<file path="src/rtl/bcfg_pkg.sv">
package bcfg_pkg;
   localparam int HDR_DWORDS = 16;
   localparam int DW_CMD     = 1;
   localparam int DW_HDR     = 3;
   localparam int DW_BUS     = 6;
   localparam int DW_IO      = 7;
   localparam int DW_MEM     = 8;
   localparam int DW_PREF    = 9;
   localparam int DW_PBU     = 10;
   localparam int DW_PLU     = 11;
   localparam int DW_IOU     = 12;
   localparam int DW_BRCTL   = 15;
   localparam int SBR_BIT    = 6;
   localparam logic [15:0] STATUS_CAPS = 16'h00A0;
   localparam logic [6:0]  HDR_BRIDGE  = 7'h01;

   function automatic logic [31:0] merge_bytes(input logic [31:0] cur,
                                               input logic [31:0] wdat,
                                               input logic [3:0]  be);
      logic [31:0] r;
      for (int i = 0; i < 4; i++)
         r[i*8 +: 8] = be[i] ? wdat[i*8 +: 8] : cur[i*8 +: 8];
      return r;
   endfunction
endpackage

</file>
<file path="src/rtl/bcfg_wr_decode.sv">
module bcfg_wr_decode #(
   parameter int ADDR_W = 4
) (
   input  logic [ADDR_W-1:0] wr_addr,
   input  logic [3:0]        wr_be,
   output logic              remap_hit
);
   localparam int BA_W = ADDR_W + 2;
   logic [3:0] lane_hit;

   for (genvar i = 0; i < 4; i++) begin : g_lane
      logic [BA_W-1:0] ba;
      int              bi;
      assign ba = {wr_addr, 2'(i)};
      assign bi = int'(ba);
      assign lane_hit[i] = wr_be[i] &&
                           (bi == 4 || bi == 5 || bi == 28 || bi == 29 ||
                            (bi >= 32 && bi <= 51));
   end

   assign remap_hit = |lane_hit;
endmodule

</file>
<file path="src/rtl/bcfg_events.sv">
module bcfg_events (
   input  logic clk,
   input  logic rst_n,
   input  logic wr_en,
   input  logic remap_hit,
   input  logic brctl_wr,
   input  logic sbr_new,
   input  logic sbr_old,
   output logic remap_pulse,
   output logic sbr_pulse
);
   always_ff @(posedge clk) begin
      if (!rst_n) begin
         remap_pulse <= 1'b0;
         sbr_pulse   <= 1'b0;
      end else begin
         remap_pulse <= wr_en && remap_hit;
         sbr_pulse   <= brctl_wr && sbr_new && !sbr_old;
      end
   end

   assert_remap_follows_R1: assert property (@(posedge clk) disable iff (!rst_n)
      (wr_en && remap_hit) |=> remap_pulse);
   assert_sbr_one_wide_R2: assert property (@(posedge clk) disable iff (!rst_n)
      sbr_pulse |=> !sbr_pulse);
   assert_sbr_from_write_R2: assert property (@(posedge clk) disable iff (!rst_n)
      sbr_pulse |-> $past(brctl_wr));
endmodule

</file>
<file path="src/rtl/bcfg_regs.sv">
module bcfg_regs
   import bcfg_pkg::*;
#(
   parameter int          ADDR_W     = 4,
   parameter bit          IO_32BIT   = 1'b1,
   parameter bit          PREF_64BIT = 1'b1,
   parameter bit          MULTI_FUNC = 1'b0,
   parameter logic [15:0] CMD_MASK   = 16'h0007,
   parameter logic [15:0] BRCTL_MASK = 16'h007F
) (
   input  logic              clk,
   input  logic              rst_n,
   input  logic              closed_on_reset,
   input  logic              wr_en,
   input  logic [ADDR_W-1:0] wr_addr,
   input  logic [31:0]       wr_data,
   input  logic [3:0]        wr_be,
   input  logic [ADDR_W-1:0] rd_addr,
   output logic [31:0]       rd_data,
   output logic              brctl_wr,
   output logic              sbr_state,
   output logic [15:0]       cmd_o,
   output logic [31:0]       io_base_o,
   output logic [31:0]       io_limit_o,
   output logic [31:0]       mem_base_o,
   output logic [31:0]       mem_limit_o,
   output logic [63:0]       pref_base_o,
   output logic [63:0]       pref_limit_o
);
   localparam logic [3:0] IO_TYPE   = IO_32BIT   ? 4'h1 : 4'h0;
   localparam logic [3:0] PREF_TYPE = PREF_64BIT ? 4'h1 : 4'h0;
   localparam logic [7:0] HDR_BYTE  = {MULTI_FUNC, HDR_BRIDGE};

   logic [15:0] cmd_q, brctl_q;
   logic [31:0] bus_q;
   logic [3:0]  iob_q, iol_q;
   logic [11:0] memb_q, meml_q, prefb_q, prefl_q;
   logic [31:0] pbu_q, plu_q;
   logic [15:0] iobu_q, iolu_q;

   logic [31:0] view [HDR_DWORDS];
   logic        wr_in, rd_in, wr_ok;
   logic [3:0]  wr_idx, rd_idx;
   logic [31:0] nxt;

   if (ADDR_W < 4) begin : g_bad_addr
      $error("ADDR_W must cover the 16-dword header");
   end
   if (!BRCTL_MASK[SBR_BIT]) begin : g_bad_brctl
      $error("BRCTL_MASK must keep the bus reset bit writable");
   end

   if (ADDR_W > 4) begin : g_range
      assign wr_in = ~|wr_addr[ADDR_W-1:4];
      assign rd_in = ~|rd_addr[ADDR_W-1:4];
   end else begin : g_norange
      assign wr_in = 1'b1;
      assign rd_in = 1'b1;
   end
   assign wr_idx = wr_addr[3:0];
   assign rd_idx = rd_addr[3:0];

   always_comb begin
      for (int i = 0; i < HDR_DWORDS; i++) view[i] = '0;
      view[DW_CMD]   = {STATUS_CAPS, cmd_q};
      view[DW_HDR]   = {8'h00, HDR_BYTE, 16'h0000};
      view[DW_BUS]   = bus_q;
      view[DW_IO]    = {STATUS_CAPS, iol_q, IO_TYPE, iob_q, IO_TYPE};
      view[DW_MEM]   = {meml_q, 4'h0, memb_q, 4'h0};
      view[DW_PREF]  = {prefl_q, PREF_TYPE, prefb_q, PREF_TYPE};
      view[DW_PBU]   = pbu_q;
      view[DW_PLU]   = plu_q;
      view[DW_IOU]   = {iolu_q, iobu_q};
      view[DW_BRCTL] = {brctl_q, 16'h0000};
   end

   assign rd_data = rd_in ? view[rd_idx] : 32'h0;
   assign wr_ok   = wr_en && wr_in;
   assign nxt     = merge_bytes(view[wr_idx], wr_data, wr_be);

   always_ff @(posedge clk) begin
      if (!rst_n) begin
         cmd_q   <= '0;
         bus_q   <= '0;
         brctl_q <= '0;
         iob_q   <= {4{closed_on_reset}};
         iol_q   <= '0;
         memb_q  <= {12{closed_on_reset}};
         meml_q  <= '0;
         prefb_q <= {12{closed_on_reset}};
         prefl_q <= '0;
      end else if (wr_ok) begin
         case (wr_idx)
            4'(DW_CMD):   cmd_q   <= nxt[15:0] & CMD_MASK;
            4'(DW_BUS):   bus_q   <= nxt;
            4'(DW_IO): begin
               iob_q <= nxt[7:4];
               iol_q <= nxt[15:12];
            end
            4'(DW_MEM): begin
               memb_q <= nxt[15:4];
               meml_q <= nxt[31:20];
            end
            4'(DW_PREF): begin
               prefb_q <= nxt[15:4];
               prefl_q <= nxt[31:20];
            end
            4'(DW_BRCTL): brctl_q <= nxt[31:16] & BRCTL_MASK;
            default: ;
         endcase
      end
   end

   if (PREF_64BIT) begin : g_pref_up
      always_ff @(posedge clk) begin
         if (!rst_n) begin
            pbu_q <= '0;
            plu_q <= '0;
         end else if (wr_ok && wr_idx == 4'(DW_PBU)) begin
            pbu_q <= nxt;
         end else if (wr_ok && wr_idx == 4'(DW_PLU)) begin
            plu_q <= nxt;
         end
      end
   end else begin : g_pref_32
      assign pbu_q = '0;
      assign plu_q = '0;
   end

   if (IO_32BIT) begin : g_io_up
      always_ff @(posedge clk) begin
         if (!rst_n) begin
            iobu_q <= '0;
            iolu_q <= '0;
         end else if (wr_ok && wr_idx == 4'(DW_IOU)) begin
            iobu_q <= nxt[15:0];
            iolu_q <= nxt[31:16];
         end
      end
   end else begin : g_io_16
      assign iobu_q = '0;
      assign iolu_q = '0;
   end

   assign brctl_wr     = wr_ok && wr_idx == 4'(DW_BRCTL) && wr_be[2];
   assign sbr_state    = brctl_q[SBR_BIT];
   assign cmd_o        = cmd_q;
   assign io_base_o    = {iobu_q, iob_q, 12'h000};
   assign io_limit_o   = {iolu_q, iol_q, 12'hFFF};
   assign mem_base_o   = {memb_q, 20'h00000};
   assign mem_limit_o  = {meml_q, 20'hFFFFF};
   assign pref_base_o  = {pbu_q, prefb_q, 20'h00000};
   assign pref_limit_o = {plu_q, prefl_q, 20'hFFFFF};

   assert_bus_stable_R3: assert property (@(posedge clk) disable iff (!rst_n)
      !(wr_en && wr_addr == ADDR_W'(DW_BUS)) |=> $stable(bus_q));
   assert_closed_after_reset_R5: assert property (@(posedge clk) disable iff (!rst_n)
      (!$past(rst_n) && $past(closed_on_reset)) |->
         (iob_q == 4'hF && iol_q == 4'h0 && memb_q == 12'hFFF && meml_q == 12'h000));
endmodule

</file>
<file path="src/rtl/bridge_cfg_ctrl.sv">
module bridge_cfg_ctrl #(
   parameter int          ADDR_W     = 4,
   parameter bit          IO_32BIT   = 1'b1,
   parameter bit          PREF_64BIT = 1'b1,
   parameter bit          MULTI_FUNC = 1'b0,
   parameter logic [15:0] CMD_MASK   = 16'h0007,
   parameter logic [15:0] BRCTL_MASK = 16'h007F
) (
   input  logic              clk,
   input  logic              rst_n,
   input  logic              closed_on_reset,
   input  logic              wr_en,
   input  logic [ADDR_W-1:0] wr_addr,
   input  logic [31:0]       wr_data,
   input  logic [3:0]        wr_be,
   input  logic [ADDR_W-1:0] rd_addr,
   output logic [31:0]       rd_data,
   output logic              remap_pulse_o,
   output logic              sec_bus_reset_o,
   output logic              io_enable_o,
   output logic              mem_enable_o,
   output logic [31:0]       io_base_o,
   output logic [31:0]       io_limit_o,
   output logic [31:0]       mem_base_o,
   output logic [31:0]       mem_limit_o,
   output logic [63:0]       pref_base_o,
   output logic [63:0]       pref_limit_o
);
   logic        remap_hit, brctl_wr, sbr_state;
   logic [15:0] cmd;

   bcfg_wr_decode #(.ADDR_W(ADDR_W)) u_dec (
      .wr_addr   (wr_addr),
      .wr_be     (wr_be),
      .remap_hit (remap_hit)
   );

   bcfg_regs #(
      .ADDR_W(ADDR_W), .IO_32BIT(IO_32BIT), .PREF_64BIT(PREF_64BIT),
      .MULTI_FUNC(MULTI_FUNC), .CMD_MASK(CMD_MASK), .BRCTL_MASK(BRCTL_MASK)
   ) u_regs (
      .clk             (clk),
      .rst_n           (rst_n),
      .closed_on_reset (closed_on_reset),
      .wr_en           (wr_en),
      .wr_addr         (wr_addr),
      .wr_data         (wr_data),
      .wr_be           (wr_be),
      .rd_addr         (rd_addr),
      .rd_data         (rd_data),
      .brctl_wr        (brctl_wr),
      .sbr_state       (sbr_state),
      .cmd_o           (cmd),
      .io_base_o       (io_base_o),
      .io_limit_o      (io_limit_o),
      .mem_base_o      (mem_base_o),
      .mem_limit_o     (mem_limit_o),
      .pref_base_o     (pref_base_o),
      .pref_limit_o    (pref_limit_o)
   );

   bcfg_events u_evt (
      .clk         (clk),
      .rst_n       (rst_n),
      .wr_en       (wr_en),
      .remap_hit   (remap_hit),
      .brctl_wr    (brctl_wr),
      .sbr_new     (wr_data[16 + bcfg_pkg::SBR_BIT]),
      .sbr_old     (sbr_state),
      .remap_pulse (remap_pulse_o),
      .sbr_pulse   (sec_bus_reset_o)
   );

   assign io_enable_o  = cmd[0];
   assign mem_enable_o = cmd[1];

   assert_sbr_sets_bit_R2: assert property (@(posedge clk) disable iff (!rst_n)
      sec_bus_reset_o |-> sbr_state);
   assert_remap_one_per_write_R1: assert property (@(posedge clk) disable iff (!rst_n)
      (remap_pulse_o && !$past(wr_en, 2)) |=> (!remap_pulse_o || $past(wr_en)));
endmodule

</file>
<file path="config.mk">
export PLATFORM = sky130hd
export DESIGN_NAME = bridge_cfg_ctrl
export DESIGN_NICKNAME = d
export VERILOG_FILES = /design/src/rtl/bcfg_pkg.sv /design/src/rtl/bcfg_wr_decode.sv /design/src/rtl/bcfg_events.sv /design/src/rtl/bcfg_regs.sv /design/src/rtl/bridge_cfg_ctrl.sv
export SDC_FILE = /design/constraint.sdc
export NUM_CORES = 1
export LEC_CHECK = 0
export ABC_AREA = 1
export ABC_CLOCK_PERIOD_IN_PS = 1600
export BUFFER_PORTS_ARGS = -buffer_cell sky130_fd_sc_hd__clkbuf_2
export CELL_PAD_IN_SITES_DETAIL_PLACEMENT = 1
export CELL_PAD_IN_SITES_GLOBAL_PLACEMENT = 2
export CORE_MARGIN = 2
export CORE_UTILIZATION = 25
export DETAILED_ROUTE_END_ITERATION = 10
export GPL_ROUTABILITY_DRIVEN = 0
export PLACE_DENSITY = 0.83
export SYNTH_ARGS = -nofsm -noshare
export SYNTH_HDL_FRONTEND = slang
export SYNTH_HIERARCHICAL = 1
export SYNTH_SLANG_ARGS = --single-unit
</file>
<file path="constraint.sdc">
create_clock -name clk -period 1.6 [get_ports clk]
set_input_delay 0.24 -clock clk [delete_from_list [all_inputs] [get_ports clk]]
set_output_delay 0.24 -clock clk [all_outputs]
set_load 0.02 [all_outputs]
</file>
# --- Word-level counts from Yosys, hierarchy flattened ---
# Index checks and enable logic that the tools add are counted.
totals:
  register_bits: 196
  inputBits: 48
  output_inout_bits: 292
classes:
  magnitude_cmp: 10
  eq_ne: 15
  muxes: 19
  n_bitwise: 3
  reduce_logical: 31
ops:
  columns: ["op", "count"]
  rows:
  - ["$bmux 32 s4", 2]
  - ["$mux 32", 4]
  - ["$mux 12", 6]
  - ["$mux 8", 4]
  - ["$eq 4x4->1 const B", 7]
  - ["$ge 6x6->1 const B", 4]
  - ["$le 6x6->1 const B", 4]
  - ["$reduce_and 2->1", 10]
  - ["$logic_and 1x1->1", 16]
  - ["$mux 4", 3]
  - ["$ge 5x5->1 const B", 2]
  - ["$not 4->5", 2]
  - ["$eq 4x3->1 const B", 2]
  - ["$ne 2x1->1 const B", 4]
  - ["$eq 4x1->1 const B", 1]
  - ["$eq 4x2->1 const B", 1]
  - ["$reduce_or 4->1", 1]
  - ["$logic_or 1x1->1", 3]
  - ["$logic_not 1->1", 1]
  - ["$not 1->1", 1]

# --- Depth between registers and ports, before layout ---
# Gate-level depths: netlist of the first run.
logic_depth:
  word_depth: 8
  ltp_mapped: 11
  depth_no_buf: 9

# --- By module ---
# The synthesis of the first run kept the hierarchy.
by_module_without_submodules:
  columns: ["module", "n_inst", "cells_per_inst", "area_each_um2", "seq_area_each_um2"]
  rows:
  - ["bcfg_regs", 1, 1616, 10953.0, 4164.0]
  - ["bcfg_events", 1, 9, 68.8, 40.0]
  - ["bcfg_wr_decode", 1, 18, 67.6, 0.0]

# --- Worst setup path after synthesis of the first run ---
# OpenSTA, ideal clock, no wires.
synth_timing:
  path_type: "input-to-output"
  start: "input port rd_addr[2]"
  end: "output port rd_data[22]"
  arrival_ps: 1646
  path_slack_ps: -286
  stages: 6
  n_path_buf: 2
  cell_sequence: "clkbuf_1 nand2_1 nor3_2 inv_1 clkbuf_1 o21ai_0"
synth_via:
  elab_chain_len: 4
synth_lines:
  columns: ["element", "line_no", "source"]
  rows:
  - ["start, declared", "bridge_cfg_ctrl.sv:16", "input logic [ADDR_W-1:0] rd_addr,"]
  - ["$not 4->5 (implied by the code)", "bcfg_regs.sv:77", "assign rd_data = rd_in ? view[rd_idx] : 32'h0;"]
  - ["$bmux 32 s4", "bcfg_regs.sv:77", null]
  - ["$mux 32 (implied by the code) (2 in series)", "bcfg_regs.sv:77", null]
  - ["end, declared", "bridge_cfg_ctrl.sv:17", "output logic [31:0] rd_data,"]
# No other way between the ends. The select of a mux whose other input is x is not followed.

# --- Worst setup path after layout of the first run ---
layout_timing:
  start: "register u_regs.memb_q[4]"
  end: "output port rd_data[8]"
layout_via:
  elab_chain_len: 3
layout_lines:
  columns: ["element", "line_no", "source"]
  rows:
  - ["start, declared", "bcfg_regs.sv:37", "logic [11:0] memb_q, meml_q, prefb_q, prefl_q;"]
  - ["start signal, assigned", "bcfg_regs.sv:88", "memb_q <= {12{closed_on_reset}};"]
  - ["start signal, assigned", "bcfg_regs.sv:101", "memb_q <= nxt[15:4];"]
  - ["$bmux 32 s4", "bcfg_regs.sv:77", null]
  - ["$mux 32 (implied by the code) (2 in series)", "bcfg_regs.sv:77", null]
# No other way between the ends. The select of a mux whose other input is x is not followed.

==> impl_metrics.py, run 1 <==
metrics = {
    "run_status": {
        "status": "finished, violations left",
        "violations": "negative setup slack",
    },
    "global_route": {
        "antenna_found_initial": 0,
        "overflow": 0,
        "grt_pass1_wl_um": 80900,
        "grt_usage_pct": 23.9,
        "grt_pass1_vias": 12977,
        "grt_max_degree": 51,
    },
    "power_and_ir_drop": {
        "cellLeakagePower_uw": 0.00712,
        "peakVddDrop_uv": 711,
        "p_total_uw": 12400,
        "p_per_area_nw_per_um2": 781,
    },
    "setup_path": {
        "max_stage_delay_ns": 0.42,
        "r2r-end": "u_regs/memb_q[7]",
        "reg2reg_from": "u_regs/memb_q[7]",
        "cpMaxStageDelayCell": "edfxtp_1",
        "cp_max_fo": 2,
        "r2r_slack_ns": 0.15,
        "cp.required_ns": 1.36,
        "crit_path_end_kind": "output pin",
        "cpLargestDelayFamily": "flip-flops",
        "worst-r2r-cell-count": 8,
        "worstSetupPathType": "flip-flop to output pin",
        "crit_chain": "inv_1, nand2_1, o211ai_1, nand2_1, a22oi_2, o21ai_2, clkbuf_8",
        "crit_buf_inv": 2,
        "crit_top_cell": "nand2_1",
        "critPathArrivalTime_ns": 1.62,
        "start_kind": "flip-flop",
    },
    "floorplan": {
        "ios": 340,
        "core_um2": 43300,
        "die_w_um": 214,
        "die_y_um": 214,
        "start_util_pct": 25.4,
        "die-area_um2": 45700,
        "rows": 76,
    },
    "min_path": {
        "min_from": "wr_en",
        "worstHoldEndpoint": "u_evt/remap_pulse",
        "hold_class": "primary input to flip-flop",
        "worstHoldPathCells": 3,
    },
    "detailed_routing": {
        "vias": 12975,
        "wl_um": 55700,
        "viasPerCell": 4.96,
        "ant_nets": 0,
        "drt_iter0_markers": 848,
        "drc": 0,
        "wl_per_cell_um": 21.3,
        "dr.pass1.iters": 5,
    },
    "sta": {
        "rsz0062_at_grt": "yes",
        "final_max_slew_viol_count": 0,
        "tightest_slew_ns": 0.571,
        "fin_crit_ns": 1.86,
        "max_clock_freq_ghz": 0.538,
        "skew_ns": 0.0141,
        "fin_setup_tns_ns": -3.63,
        "timing.final.ws_setup_ns": -0.259,
        "setup_viol": 30,
        "hold_viol": 0,
        "fin_crit_sh_pct": 116,
        "slew_headroom_pct": 61.9,
    },
    "synth": {
        "yosys_warnings": 6,
        "avgSynthCellArea_um2": 6.74,
        "syn-instance-count": 1630,
        "syn_area_um2": 11000,
    },
    "place": {
        "portBuffers": 235,
        "dp.cells": 2502,
        "dp.final_hpwl_um": 40100,
        "placed_area_um2": 13900,
    },
    "job": {
        "max_cap_violations": 0,
    },
    "clock_network": {
        "path_clk_slew_ns": 0.08,
        "clock-sinks": 196,
        "clock_latency_ns": 0.48,
        "cts_tree": "yes",
        "clk_path_buf_depth": 2,
        "htree_levels": 4,
        "cts_root_buf": "clkbuf_16",
        "cts_buffers": 17,
    },
    "cells_and_area": {
        "num-nets-final": 2067,
        "antenna_cells": 0,
        "final_cell_mix": "nand2_1, buf_4, clkbuf_2",
        "fin_area_um2": 15900,
        "area_growth_pct": 44.3,
        "drive_above_1_share_pct": 36.8,
        "nFillCells": 5430,
        "fin_cells": 2617,
        "final_util_pct": 36.7,
        "final_common_cell": "nand2_1",
    },
}
per-stage QoR:
stage,hold WS [ns],setup WS (ns)
floorplan,0.351,0.00599
global placement,0.484,-0.286
detailed placement,0.497,-0.377
CTS,0.104,-0.290
global route,0.151,-0.330
finish,0.159,-0.259
report_power, final:
group	internal, µW	switching [µW]	leakage (µW)
sequential	5120	123	0.00169
combinational	885	1720	0.00514
clock	2400	2140	0.000292
layer usage:
| layer | part of all wire (%) | track usage (%) | up-vias |
|---|---|---|---|
| met4 | 3.4 | 9.34 | 0 |
| met2 | 47 | 39.2 | 473 |
| met5 | 0 | 0 | - |
| met3 | 5.8 | 4.23 | 108 |
| li1 | - | - | 6009 |
| met1 | 44 | 31.2 | 6385 |
worst min-delay path: stages:
cell	delay, ns
clkbuf_2	0.14
nand2_1	0.16
nor2_1	0.06
sequential cells by signal, indices dropped and copies added, names as in the netlist:
register           count
u_regs/plu_q          32
u_regs/cmd_o           3
u_regs/iobu_q         16
u_regs/prefb_q        12
u_regs/bus_q          32
u_evt/remap_pulse      1
u_regs/iolu_q         16
u_evt/sbr_pulse        1
u_regs/meml_q         12
u_regs/prefl_q        12
u_regs/iol_q           4
u_regs/memb_q         12
u_regs/pbu_q          32
u_regs/iob_q           4
u_regs/brctl_q         7
worst max path at each step:
stage,start,endpoint,depth (start not counted)
floorplan,rd_addr[0],rd_data[1],8
global placement,wr_addr[0],u_regs/memb_q[0],10
detailed placement,wr_addr[0],u_regs/iob_q[3],10
CTS,u_regs/memb_q[4],rd_data[8],7
global route,u_regs/memb_q[4],rd_data[8],7
finish,u_regs/memb_q[4],rd_data[8],7
layout make-up:
cell class	count	area, µm²	area share, %
Multi-Input combinational cell	1254	6190	39.1
Sequential cell	196	4380	27.6
Timing Repair Buffer	475	3660	23.1
Tap cell	585	732	4.62
Clock buffer	21	493	3.11
Inverter	75	288	1.81
Clock inverter	11	109	0.686
what timing repair did:
item                                    in CTS  in global routing
buffers inserted                            56                 30
pin swaps                                   44                 61
hold endpoints to repair                     1                  0
endpoints found under the setup margin      32                 35
hold buffers                                 1                  0
gates resized for setup                    203                136
Power figures use the tool's default switching activity.
==> run 2: changes to the inputs <==
ABC_CLOCK_PERIOD_IN_PS = 2050   (was 1600)
CORE_UTILIZATION = 27   (was 25)
CTS_CLUSTER_DIAMETER = 200   (was not set)
PLACE_DENSITY = 0.85   (was 0.83)
clock period = 2.05 ns   (was 1.6 ns; I/O delays follow)
==> run 2 against run 1 <==
Against the previous run: combinational power shrank 37%; sequential share of layout area up 3.4 points; highest routed layer unchanged; total power decreased by 26%; critical path depth up 2; hold slack got worse by 0.049 ns; clock skew down 0.00077 ns; the run now ends clean; core utilization down 2.6 points; non-clock buffer count is 155 lower; setup slack better by 0.34 ns; clock power fell by 26%; via count decreased by 6.2%.
==> impl_metrics.py, run 2 (synthesis gave the netlist of run 1 again) <==
metrics = {
    "run_status": {
        "status": "finished clean",
    },
    "floorplan": {
        "rows": 73,
        "die_w_um": 206,
        "ios": 340,
        "die_y_um": 206,
        "core_um2": 39900,
        "start_util_pct": 27.5,
        "die-area_um2": 42300,
    },
    "power_and_ir_drop": {
        "p_total_uw": 9150,
        "p_per_area_nw_per_um2": 674,
        "cellLeakagePower_uw": 0.00603,
        "peakVddDrop_uv": 513,
        "p_seq_share_pct": 45.2,
        "intPower_uw": 6210,
        "swShare_pct": 32.2,
        "p_switching_uw": 2950,
        "pwr-share-comb_pct": 18.0,
        "clockPowerShare_pct": 36.8,
    },
    "min_path": {
        "min_from": "wr_data[22]",
        "hold_class": "primary input to flip-flop",
    },
    "sta": {
        "hold_viol": 0,
        "max_clock_freq_ghz": 0.508,
        "setup_viol": 0,
        "fin_crit_ns": 1.97,
        "skew_ns": 0.0133,
        "fin_setup_tns_ns": 0,
        "fin_crit_sh_pct": 96.0,
        "final_max_slew_viol_count": 0,
        "slew_headroom_pct": 59.3,
        "rsz0062_at_grt": "yes",
        "tightest_slew_ns": 0.611,
    },
    "clock_network": {
        "htree_levels": 4,
        "cts_buffers": 17,
        "clock_latency_ns": 0.46,
        "clock-sinks": 196,
        "path_clk_slew_ns": 0.07,
        "cts_hold_buffers": 0,
        "clk_path_buf_depth": 2,
        "cts_root_buf": "clkbuf_16",
        "cts_tree": "yes",
    },
    "setup_path": {
        "r2r_slack_ns": 0.61,
        "cp-startpoint": "rd_addr[0]",
        "critPathArrivalTime_ns": 1.66,
        "reg2reg_from": "u_regs/iob_q[3]",
        "cp_max_fo": 16,
        "crit_path_end_kind": "output pin",
        "start_kind": "primary input",
        "cp.required_ns": 1.74,
        "worstSetupPathType": "primary input to output pin",
    },
    "cells_and_area": {
        "drive_above_1_share_pct": 22.1,
        "nFillCells": 5128,
        "final_cell_mix": "nand2_1, clkbuf_2, o21ai_0",
        "fin_area_um2": 13600,
        "final_common_cell": "nand2_1",
        "top_regs": "u_regs/bus_q: 32 flops, u_regs/pbu_q: 32 flops, u_regs/plu_q: 32 flops",
        "area_growth_pct": 23.5,
        "num-nets-final": 1912,
    },
    "global_route": {
        "grt_pass1_wl_um": 75700,
        "grt_usage_pct": 23.9,
        "grt_pass1_vias": 12299,
        "grt_max_degree": 82,
        "antenna_found_initial": 3,
        "overflow": 0,
    },
    "detailed_routing": {
        "wl_per_cell_um": 21.3,
        "drt_iter0_markers": 1014,
        "viasPerCell": 5.06,
        "wl_um": 51300,
        "dr.pass1.iters": 5,
        "drc": 0,
        "ant_nets": 0,
        "vias": 12171,
    },
    "place": {
        "dp.final_hpwl_um": 36500,
        "portBuffers": 235,
        "placed_area_um2": 12900,
    },
    "job": {
        "max_cap_violations": 0,
    },
}
-- run 2: worst max-delay path: stages --
cell and delay, ns:
clkbuf_2 0.15, inv_4 0.14, buf_12 0.19, buf_12 0.16, nor2_1 0.04, o22ai_1 0.18, a21boi_0 0.10, o21ai_0 0.18
clkbuf_2 0.20
-- run 2: worst paths after layout --
path	cells after the start	to
worst min-delay path	3	u_evt/sbr_pulse
worst max-delay path	9	rd_data[7]
worst max register to register	8	u_regs/iob_q[3]
worst min register to register	2	u_regs/meml_q[5]
-- run 2: power by group through the flow --
stage	sequential [µW]	clock (µW)	combinational, µW
after floorplan	4290	0	977
after global placement	4220	0	1570
after detailed placement	4220	0	1600
after CTS	4130	3440	1620
after global routing	4150	3590	1780
final	4130	3370	1650
-- run 2: routing by layer --
layer / track usage [%] / vias to the layer above / share of wire (%)
met5: 0 / - / 0
met4: 9.87 / 0 / 3.4
met3: 5.00 / 85 / 7.6
met2: 40.0 / 502 / 48
met1: 29.8 / 5888 / 41
li1: - / 5696 / -
-- run 2: final cells by class --
| class | instances | area [µm²] | area share, % |
|---|---|---|---|
| Antenna cell | 2 | 5.00 | 0.0369 |
| Clock buffer | 18 | 439 | 3.24 |
| Clock inverter | 14 | 124 | 0.913 |
| Inverter | 75 | 284 | 2.09 |
| Multi-Input combinational cell | 1254 | 5710 | 42.0 |
| Sequential cell | 196 | 4210 | 31.0 |
| Tap cell | 525 | 657 | 4.84 |
| Timing Repair Buffer | 320 | 2140 | 15.8 |
-- run 2: through the flow --
| step | std cells | worst slack, ns | utilization, % | hold WS, ns |
|---|---|---|---|---|
| finish | 2404 | 0.0826 | 34.0 | 0.110 |
| global route | 2404 | -0.00257 | 34.0 | 0.0886 |
| CTS | 2400 | 0.0189 | 33.8 | 0.0910 |
| detailed placement | 2366 | 0.0314 | 32.3 | 0.497 |
| global placement | 2366 | 0.0745 | 32.3 | 0.485 |
| floorplan | 1732 | 0.0292 | - | 0.419 |
-- run 2: repair_timing --
action / in CTS / in global routing
cloned: 0 / 1
pin swaps: 0 / 2
hold endpoints to repair: 0 / 0
endpoints found under the setup margin: 2 / 19
resized for setup: 2 / 32
setup buffers: 2 / 2
==> run 3: changes to the inputs <==
GPL_TIMING_DRIVEN = 0   (was not set)
==> run 3 against run 2 <==
Against the previous run: the flow now finishes with violations (negative setup slack); maximum frequency decreased by 5.8%; die area unchanged; non-clock buffer count increased by 134; global-route usage increased by 4.4 points; sequential share of layout area decreased by 1.7 points; final cell count increased by 5.5%; hold slack got worse by 0.023 ns; core utilization increased by 2.0 points; highest routed layer unchanged.
==> impl_metrics.py, run 3 (synthesis gave the netlist of run 1 again) <==
metrics = {
    "clock_network": {
        "cts_buffers": 17,
        "cts_root_buf": "clkbuf_16",
        "clk_path_buf_depth": 2,
        "clock_latency_ns": 0.47,
        "htree_levels": 4,
        "cts_hold_buffers": 0,
        "clock-sinks": 196,
        "cts_tree": "yes",
        "path_clk_slew_ns": 0.07,
    },
    "setup_path": {
        "cp_max_fo": 10,
        "crit_path_end_kind": "output pin",
        "crit_chain": "clkbuf_2, inv_4, nand3_4, clkinvlp_4, buf_6, a21oi_1, a32oi_4, clkbuf_8",
        "critPathArrivalTime_ns": 1.78,
        "worst-r2r-cell-count": 8,
        "worstSetupPathType": "primary input to output pin",
        "reg2reg_from": "u_regs/iob_q[3]",
        "r2r_slack_ns": 0.57,
        "r2r-end": "u_regs/iob_q[3]",
        "crit_buf_inv": 5,
        "cp.required_ns": 1.74,
        "cpMaxStageDelayCell": "a32oi_4",
        "max_stage_delay_ns": 0.27,
        "cpLargestDelayFamily": "buffers and inverters",
        "start_kind": "primary input",
    },
    "place": {
        "dp.cells": 2489,
        "placed_area_um2": 13200,
        "portBuffers": 232,
        "dp.final_hpwl_um": 44900,
    },
    "sta": {
        "fin_crit_ns": 2.09,
        "hold_slack_ns": 0.0868,
        "hold_viol": 0,
        "final_max_slew_viol_count": 0,
        "timing.final.ws_setup_ns": -0.0391,
        "tightest_slew_ns": 0.907,
        "rsz0062_at_grt": "yes",
        "fin_setup_tns_ns": -0.0631,
        "skew_ns": 0.0116,
        "setup_viol": 3,
        "fin_crit_sh_pct": 102,
        "max_clock_freq_ghz": 0.479,
        "slew_headroom_pct": 39.5,
    },
    "cells_and_area": {
        "fin_cells": 2537,
        "final_common_cell": "nand2_1",
        "multiInputGateArea_um2": 5850,
        "final_cell_mix": "nand2_1, clkbuf_2, o21ai_0",
        "top_regs": "u_regs/bus_q: 32 flops, u_regs/pbu_q: 32 flops, u_regs/plu_q: 32 flops",
        "nFillCells": 5170,
        "ff_latch_area_um2": 4220,
        "drive_above_1_share_pct": 27.2,
        "num-nets-final": 2046,
        "area_growth_pct": 30.9,
        "fin_area_um2": 14400,
    },
    "job": {
        "max_cap_violations": 0,
    },
    "global_route": {
        "overflow": 0,
        "antenna_found_initial": 2,
        "grt_pass1_wl_um": 86200,
        "grt_pass1_vias": 12978,
        "grt_max_degree": 18,
        "grt_usage_pct": 28.3,
    },
    "floorplan": {
        "die_w_um": 206,
        "die_y_um": 206,
        "ios": 340,
        "rows": 73,
        "core_um2": 39900,
        "die-area_um2": 42300,
        "start_util_pct": 27.5,
    },
    "power_and_ir_drop": {
        "cellLeakagePower_uw": 0.00653,
        "p_per_area_nw_per_um2": 659,
        "peakVddDrop_uv": 543,
    },
    "min_path": {
        "min_from": "wr_data[22]",
        "worstHoldPathCells": 3,
        "hold_class": "primary input to flip-flop",
        "worstHoldEndpoint": "u_evt/sbr_pulse",
    },
    "detailed_routing": {
        "drt_iter0_markers": 1203,
        "ant_nets": 0,
        "dr.pass1.iters": 5,
        "drc": 0,
        "wl_per_cell_um": 24.2,
        "wl_um": 61400,
        "viasPerCell": 5.28,
        "vias": 13385,
    },
    "run_status": {
        "status": "finished, violations left",
        "violations": "negative setup slack",
    },
}
==> run 3: cell types whose count changed in the layout (fill, tap and decap cells not counted), moves of 6 or more <==
| cell | delta |
|---|---|
| buf_4 | +67 |
| buf_2 | +34 |
| clkbuf_1 | +24 |
| o21ai_0 | -20 |
| buf_12 | -19 |
| o21ai_1 | +16 |
| clkbuf_4 | +11 |
| clkbuf_8 | +6 |
| nor2_4 | +6 |
==> run 3: per-stage QoR <==
step | setup slack (ns) | utilization [%] | power (µW)
2_1_floorplan | 0.0292 | - | 5270
3_3_place_gp | -1.21 | 33.1 | 5920
3_5_place_dp | -1.18 | 33.1 | 5950
4_1_cts | 0.00129 | 35.5 | 9410
5_1_grt | -0.0456 | 36.0 | 9790
6_report | -0.0391 | 36.0 | 9490
==> run 3: what timing repair did <==
item                       in CTS  in global routing
resized for setup             127                 93
setup endpoints to repair     189                 91
hold endpoints to repair        0                  0
pin swaps                       2                 11
setup buffers                   7                  8
==> run 3: layout make-up <==
cell class | instances | area share (%)
multi-input cells | 1254 | 40.6
well taps | 525 | 4.57
clock inverters | 14 | 0.870
flip-flops and latches | 196 | 29.3
diodes | 1 | 0.0174
clock buffers | 18 | 3.13
plain buffers | 207 | 9.96
repair buffers | 247 | 9.38
inverters | 75 | 2.11
==> run 3: worst reg2reg max path: cells and delay by family (launching register included) <==
kind | cells | cell delay, ns
and+or+nand+nor | 6 | 0.55
DFF | 1 | 0.45
AOI/OAI and AO/OA | 1 | 0.16
buffers and inverters | 1 | 0.05
==> run 3: worst max-delay path by stage <==
stage | endpoint | cells after the start | startpoint | slack (ns)
final | rd_data[0] | 8 | rd_addr[1] | -0.04
after global routing | u_regs/memb_q[3] | 11 | wr_addr[1] | -0.05
after CTS | rd_data[0] | 6 | rd_addr[0] | 0.001
after detailed placement | u_regs/memb_q[11] | 7 | rst_n | -1.18
after global placement | u_regs/memb_q[10] | 8 | wr_addr[3] | -1.21
after floorplan | rd_data[22] | 6 | rd_addr[2] | 0.03
==> run 3: routing by layer <==
| metal | track usage, % | share of wire [%] |
|---|---|---|
| met3 | 4.86 | 8.2 |
| met2 | 46.1 | 47 |
| met1 | 36.1 | 41 |
| met4 | 13.7 | 4.4 |
| met5 | 0 | 0 |
==> run 3: where the power goes <==
group | switching (µW) | internal, µW | leakage (µW) | total [µW]
combinational | 1350 | 571 | 0.00461 | 1920
sequential | 117 | 4020 | 0.00165 | 4130
clock | 1680 | 1760 | 0.000278 | 3430
